File: src/rtl/fts_pkg.sv
package fts_pkg;
  localparam int LANES  = 4;
  localparam int LANE_W = 8;
  localparam int DATA_W = LANES * LANE_W;

  // Lane write mask from the global and per-lane write controls.
  function automatic logic [LANES-1:0] lane_mask(input logic all_n,
                                                 input logic lane_en_n,
                                                 input logic [LANES-1:0] sel_n);
    if (!all_n)          return '1;
    else if (!lane_en_n) return ~sel_n;
    else                 return '0;
  endfunction

  // Next beat inside an aligned group of four words (linear, wrapping).
  function automatic logic [1:0] beat_next(input logic [1:0] beat, input logic step);
    return beat + {1'b0, step};
  endfunction
endpackage

File: src/rtl/fts_decode.sv
module fts_decode (
  input  logic clk,
  input  logic rst_n,
  input  logic proc_strobe_n,
  input  logic ctrl_strobe_n,
  input  logic sel_a_n,
  input  logic sel_b,
  input  logic sel_c_n,
  input  logic sleep,
  output logic p_start,
  output logic c_start,
  output logic dsel
);
  logic sel_all;
  logic strobe_any;

  assign sel_all    = !sel_a_n && sel_b && !sel_c_n;
  assign strobe_any = !proc_strobe_n || !ctrl_strobe_n;

  // Processor strobe wins; it can only open when sel_a_n is low (inside sel_all).
  assign p_start = !sleep && strobe_any && sel_all && !proc_strobe_n;
  assign c_start = !sleep && strobe_any && sel_all && proc_strobe_n;
  assign dsel    = !sleep && strobe_any && !sel_all;

  assert_one_event_R1: assert property (@(posedge clk) disable iff (!rst_n)
    $countones({p_start, c_start, dsel}) <= 1);
  assert_proc_prio_R2: assert property (@(posedge clk) disable iff (!rst_n)
    (!proc_strobe_n && !ctrl_strobe_n && !sleep) |-> !c_start);
endmodule

File: src/rtl/fts_burst.sv
module fts_burst
  import fts_pkg::*;
#(
  parameter int AW = 6
) (
  input  logic          clk,
  input  logic          rst_n,
  input  logic          sleep,
  input  logic          start,
  input  logic          dsel,
  input  logic          step,
  input  logic          wr_fire,
  input  logic [AW-1:0] addr_i,
  output logic [AW-1:0] cur_addr,
  output logic [AW-1:0] eff_addr,
  output logic          eff_act,
  output logic          act,
  output logic          rd
);
  localparam int BW = AW - 2;

  logic [BW-1:0] base_q;
  logic [1:0]    beat_q;

  assign cur_addr = {base_q, beat_q};
  assign eff_act  = start || (act && !dsel);
  assign eff_addr = start ? addr_i : {base_q, beat_next(beat_q, step)};

  always_ff @(posedge clk or negedge rst_n) begin
    if (!rst_n) begin
      act    <= 1'b0;
      rd     <= 1'b0;
      base_q <= '0;
      beat_q <= '0;
    end else if (sleep) begin
      act <= 1'b0;
      rd  <= 1'b0;
    end else begin
      act    <= eff_act;
      rd     <= eff_act && !wr_fire;
      base_q <= eff_addr[AW-1:2];
      beat_q <= eff_addr[1:0];
    end
  end

  assert_beat_wrap_R4: assert property (@(posedge clk) disable iff (!rst_n)
    (!sleep && !start && step && beat_q == 2'd3) |=> (beat_q == 2'd0 && $stable(base_q)));
  assert_hold_addr_R5: assert property (@(posedge clk) disable iff (!rst_n)
    (!sleep && !start && !step) |=> $stable(cur_addr));
  assert_sleep_dsel_R10: assert property (@(posedge clk) disable iff (!rst_n)
    sleep |=> (!act && !rd));
endmodule

File: src/rtl/fts_array.sv
module fts_array
  import fts_pkg::*;
#(
  parameter int DEPTH = 64,
  parameter int AW    = 6
) (
  input  logic              clk,
  input  logic [LANES-1:0]  we,
  input  logic [AW-1:0]     waddr,
  input  logic [DATA_W-1:0] wdata,
  input  logic [AW-1:0]     raddr,
  output logic [DATA_W-1:0] rdata
);
  for (genvar l = 0; l < LANES; l++) begin : g_lane
    logic [LANE_W-1:0] mem [DEPTH];
    always_ff @(posedge clk) begin
      if (we[l]) mem[waddr] <= wdata[l*LANE_W +: LANE_W];
    end
    assign rdata[l*LANE_W +: LANE_W] = mem[raddr];
  end
endmodule

File: src/rtl/fts_sram.sv
module fts_sram
  import fts_pkg::*;
#(
  parameter int DEPTH = 64
) (
  input  logic                     clk,
  input  logic                     rst_n,
  input  logic [$clog2(DEPTH)-1:0] addr_i,
  input  logic                     proc_strobe_n,
  input  logic                     ctrl_strobe_n,
  input  logic                     burst_step_n,
  input  logic                     wr_all_n,
  input  logic                     lane_wr_en_n,
  input  logic [3:0]               lane_sel_n,
  input  logic                     sel_a_n,
  input  logic                     sel_b,
  input  logic                     sel_c_n,
  input  logic                     out_en_n,
  input  logic                     sleep,
  input  logic [31:0]              d_i,
  output logic [31:0]              q_o,
  output logic                     q_oe_o
);
  localparam int AW = $clog2(DEPTH);

  logic p_start, c_start, dsel, start;
  logic eff_act, act, rd, wr_fire;
  logic [AW-1:0] cur_addr, eff_addr;
  logic [LANES-1:0] wr_mask, we;

  fts_decode u_dec (
    .clk(clk), .rst_n(rst_n),
    .proc_strobe_n(proc_strobe_n), .ctrl_strobe_n(ctrl_strobe_n),
    .sel_a_n(sel_a_n), .sel_b(sel_b), .sel_c_n(sel_c_n), .sleep(sleep),
    .p_start(p_start), .c_start(c_start), .dsel(dsel)
  );

  assign start   = p_start || c_start;
  assign wr_mask = lane_mask(wr_all_n, lane_wr_en_n, lane_sel_n);
  assign wr_fire = eff_act && !sleep && !p_start && (|wr_mask);
  assign we      = wr_fire ? wr_mask : '0;

  fts_burst #(.AW(AW)) u_burst (
    .clk(clk), .rst_n(rst_n), .sleep(sleep), .start(start), .dsel(dsel),
    .step(!burst_step_n), .wr_fire(wr_fire), .addr_i(addr_i),
    .cur_addr(cur_addr), .eff_addr(eff_addr), .eff_act(eff_act),
    .act(act), .rd(rd)
  );

  fts_array #(.DEPTH(DEPTH), .AW(AW)) u_mem (
    .clk(clk), .we(we), .waddr(eff_addr), .wdata(d_i),
    .raddr(cur_addr), .rdata(q_o)
  );

  assign q_oe_o = act && rd && !out_en_n && !sleep;

  assert_dsel_off_R1: assert property (@(posedge clk) disable iff (!rst_n)
    dsel |=> !q_oe_o);
  assert_proc_reads_R2: assert property (@(posedge clk) disable iff (!rst_n)
    (p_start && !ctrl_strobe_n) |=> rd);
  assert_proc_gate_R3: assert property (@(posedge clk) disable iff (!rst_n)
    (!proc_strobe_n && sel_a_n && !sleep) |=> !act);
  assert_first_no_write_R6: assert property (@(posedge clk) disable iff (!rst_n)
    p_start |-> (we == '0));
  assert_write_off_R9: assert property (@(posedge clk) disable iff (!rst_n)
    wr_fire |=> !q_oe_o);
  assert_sleep_quiet_R10: assert property (@(posedge clk) disable iff (!rst_n)
    sleep |-> (we == '0));
endmodule

File: config.mk
export PLATFORM = sky130hd
export DESIGN_NAME = fts_sram
export DESIGN_NICKNAME = d
export VERILOG_FILES = /design/src/rtl/fts_pkg.sv /design/src/rtl/fts_decode.sv /design/src/rtl/fts_burst.sv /design/src/rtl/fts_array.sv /design/src/rtl/fts_sram.sv
export SDC_FILE = /design/constraint.sdc
export NUM_CORES = 2
export LEC_CHECK = 0
export BUFFER_PORTS_ARGS = -buffer_cell sky130_fd_sc_hd__buf_4
export CORE_MARGIN = 3
export CORE_UTILIZATION = 57
export DETAILED_ROUTE_END_ITERATION = 6
export MAX_ROUTING_LAYER = met4
export PLACE_DENSITY = 0.73
export SLEW_MARGIN = 10
export SYNTH_ARGS = -nofsm -noshare
export SYNTH_HDL_FRONTEND = slang
export SYNTH_SLANG_ARGS = --single-unit
File: constraint.sdc
create_clock -name clk -period 7.2 [get_ports clk]
set_input_delay 1.08 -clock clk [delete_from_list [all_inputs] [get_ports clk]]
set_output_delay 1.08 -clock clk [all_outputs]
set_load 0.1 [all_outputs]
# == Yosys cells after proc, flatten, opt, wreduce, memory -nomap -nowiden ==
# Memories as Yosys holds them, arrays and structs flattened.
# Cells that the tools add are included.
# word_totals
regBits,8
ram_bits,2048
in_bits,54
memories,4
# memory_table
memory,words,width,read_ports,rd_ports_with_merged_regs,wr,line_no,rtl
u_mem.g_lane[0].mem,64,8,1,0,1,fts_array.sv:15,logic [LANE_W-1:0] mem [DEPTH];
u_mem.g_lane[1].mem,64,8,1,0,1,fts_array.sv:15,
u_mem.g_lane[2].mem,64,8,1,0,1,fts_array.sv:15,
u_mem.g_lane[3].mem,64,8,1,0,1,fts_array.sv:15,
# op_classes
addsub,1
muxes,14
bitwise_logic,1
reduce_logical,30
# op_table
cell,n
logical AND 1 bit,15
2-to-1 mux 4 bit,3
zero test 1 bit,11
2-to-1 mux 1 bit,10
2-to-1 mux 6 bit,1
inverter 4 bit,1
OR reduction 4 bit,1
logical OR 1 bit,3
adder 2 x 1 -> 2 bit,1

# == Depth between registers and ports, before layout ==
# logic_depth
word_depth,14
mapped_depth,10
depth_no_buf,7

# == Cells and area by module ==
# From an unflattened synthesis, not the netlist that was laid out.
# hier_totals
hier_cells,3721
area_unflattened_um2,80248.2
# modules_own_cells
module,n_inst,cells_each,area_per_inst_um2,seq_area_each_um2
fts_array,1,3668,79690.2,61499.0
fts_burst,1,34,414.1,200.2
fts_sram,1,14,102.6,0.0
fts_decode,1,5,41.3,0.0

# == Worst setup path after synthesis ==
# No wires, ideal clock.
# synth_timing
path_type,reg-to-output
startpoint,reg u_burst.beat_q[1]
endpoint,out q_o[27]
arrival_ns,4.465
slack_ns,1.655
stages_incl_launch_ff,9
path_cell_list,dfrtp_1 > buf_2 > buf_2 > clkbuf_1 > buf_2 > nand2_1 > clkbuf_1 > o22ai_1 > nor4_1
# synth_between
elab_chain_cells,1
# synth_lines
element,line_no,rtl
"start, declared",fts_burst.sv:23,logic [1:0] beat_q;
"start signal, assigned",fts_burst.sv:42,beat_q <= eff_addr[1:0];
memory (64 x 8 bit),n/a,
"end, declared",fts_sram.sv:21,"output logic [31:0] q_o,"
# No other way between the ends.

# == Worst setup path in the final report ==
# layout_timing
startpoint,reg u_burst.base_q[1]
endpoint,out q_o[29]
# layout_between
elab_chain_cells,1
# layout_lines
element,line_no,rtl
"start, declared",fts_burst.sv:22,logic [BW-1:0] base_q;
"start signal, assigned",fts_burst.sv:41,base_q <= eff_addr[AW-1:2];
memory (64 x 8 bit),n/a,
# No other way between the ends.

==> run metrics <==
Distinct cells, synth=between 60 and 70; Final Critical Period=6580 ps; commonest non-fill, non-tap cell in the layout=edfxtp_1; crit end category=output port; worst hold slack=85.0 ps; fillers=8868; Final Non-Filler Cells=5747; register area share after synthesis=0.778; number of global-route vias before repair=39.1k; WL final=208 mm; Num CTS Buffers=191; deepest clock path buffer count=3; drt wl/cell=36.3 µm; CP Data Arrival Time=5500 ps; DRC=0; GPL Wtd Cong=0.980; Req. time, crit path=between 6000 and 7000 ps; Max transition margin=0.120; Hold Vio Cnt, Final=0; share of flip-flops with an asynchronous set or reset=0.00389; Slowest Stage Delay on Critical Path=960 ps; first-pass GRT wire length=294 mm; Final nets=3841; R2R Setup Slk=~2600 ps; cell area after placement=81800 µm²; vias per inst=between 6 and 7; Setup TNS=0 ps; R2R Path Start=u_burst.beat_q[0]; Inst Count DP=5387; Die H=~380 µm; DRT Pass-1 Iters=6; R2R depth=6; Worst Path Max Fanout=41; capturing point of the worst reg2reg path=u_mem.g_lane[1].mem[42][4]; post-route design area=just under 90000 µm²; status=complete, no violations; # rows=136; dominant synthesized flop cell=edfxtp_1; top cells by area in the synthesized netlist=edfxtp_1 (78%), mux4_2 (14%), nor2_1 (1.3%), o22ai_1 (0.99%), mux2i_1 (0.52%); clk_skew=35.9 ps; Post-Synthesis Cells=3650; CTS tree=built; FMAX=~150 MHz; Setup violations, final=0; placed wire-length estimate=128 mm; slowest CP cell=nand2_1; number of flops mapped to enable cells by yosys=2048; Slew Viols, Final=0; Min-Delay Path Class=input pin to async pin; clock slew at reported path FFs=70 ps; Yosys warnings=0; Worst Setup Start Kind=register; top-area cell type share of the netlist area=0.775; pre-CTS setup slack=1750 ps; Layout area overhead=10.7%; initial core utilization=0.575; number of port buffers=between 80 and 90; post-route setup slack=approximately 620 ps; Worst-Margin Slew=1320 ps; Pleak=26.8 nW; core area=138000 µm²; Remaining Overflow, GRT=0; post-synth top area cell=edfxtp_1; vias=40.1k; mapped cell area=79300 µm²; VDD IR max=520 µV; flip-flop and latch count after synthesis=2056; cts hold-fix bufs=0; post-CTS setup buffers=0; RSZ-0062 raised after global routing=no; GRT Util Overall=0.303; fin crit share=0.914; worst-path cell chain=buf_4, and2_1, nand2_1, o22ai_1, o22ai_1, o21a_1, buf_4; share of cells above drive strength 1=0.242; pin count of the biggest net entering global routing=109; most frequent cells in the layout=edfxtp_1 (2048), mux4_2 (504), nor2_1 (270); initial antenna violation count=20; Root Driver=clkbuf_16; syn_nets=roughly 3.7k; critical path class=register to output port; die width=379 µm; syn_area_per_cell=21.7 µm²; IO Pins=87; Max-Cap Viols=0; CTS Sinks=2056; Routed Antenna Nets=0; die area=between 100000 and 150000 µm²; Post-CTS Resized=0; Pwr Density=340 nW/µm²; initial detailed-routing violation count=6972; H-tree depth=4; Clk Latency, worst-skew pair=840 ps
==> report_power, final <==
group,internal (mW),leakage [nW],switching [mW]
Sequential,13.2,18.5,0.134
Clock,5.41,2.89,4.32
Combinational,2.26,5.42,4.54
==> registers in the layout, summed over array words and instances (netlist names) <==
name and cells:
u_mem.g_lane.mem 2048, u_burst.base_q 4, u_burst.act 1, u_burst.rd 1, u_burst.beat_q 2
==> critical path: cells and delay by family (launching register included) <==
family,cells,cell delay [ps]
AND/OR/NAND/NOR,2,1740
AO/OA/AOI/OAI,3,1160
flip-flops,1,870
buffers and inverters,2,870
==> metal layers <==
layer / GRT usage / wire (µm)
met1: 0.407 / 74100
met4: 0.158 / 12200
met5: - / 0
met2: 0.435 / 96600
met3: 0.0787 / 25500
==> kinds of logic (layout without fill, tap and decap cells) <==
group / after synthesis / after routing / synth area share
simple gates: 470 / 470 / 0.0264
mux: 563 / 563 / 0.151
buf+inv: 215 / 502 / 0.0141
other cells: 0 / 16 / 0
flops: 2056 / 2056 / 0.778
xor+xnor: 1 / 1 / 0.000110
fa+ha+maj: 1 / 1 / 0.000158
compound gates: 344 / 344 / 0.0306
==> cell usage after synthesis, drive strengths merged, types with 3 or more instances <==
cell type  count
a211oi        10
a21oi         33
a22o          10
a22oi         29
a2bb2oi        3
a311oi         4
a31oi          3
and2          15
and3          17
buf          132
clkbuf        77
dfrtp          8
edfxtp      2048
inv            6
mux2          18
mux2i         41
mux4         504
nand2         82
nand2b        19
nand3         11
nor2         272
nor2b         11
nor3          11
nor4          21
o211a          3
o211ai         7
o21a           8
o21ai         31
o221ai        40
o22a          13
o22ai        125
o311a          3
o31ai          3
o32ai          6
or2            3
==> cell type report <==
class / instances / area [µm²] / share of cell area
inverter: 6 / 22.5 / 0.000256
clock inverter: 99 / 833 / 0.00949
multi-input combinational: 1379 / 16500 / 0.188
clock buffer: 245 / 5120 / 0.0583
antenna: 16 / 40.0 / 0.000456
tap: 1794 / 2240 / 0.0256
sequential: 2056 / 61700 / 0.703
timing repair buffer: 152 / 1300 / 0.0148
==> through the flow <==
stage | power, mW | util
after global routing | 30.5 | 0.637
after CTS | 29.8 | 0.637
final | 29.8 | 0.637
after detailed placement | 20.2 | 0.594
after global placement | 20.2 | 0.594
after floorplan | 17.8 | -
==> worst max-delay path by stage <==
stage,startpoint,end,slack [ps],cells after the start
global placement,u_burst.base_q[1],q_o[30],1780,7
floorplan,u_burst.beat_q[1],q_o[27],1660,8
finish,u_burst.base_q[1],q_o[29],620,7
global route,u_burst.base_q[1],q_o[29],770,7
CTS,u_burst.base_q[1],q_o[30],820,7
detailed placement,u_burst.base_q[1],q_o[30],1750,7
Power figures use the tool's default switching activity.
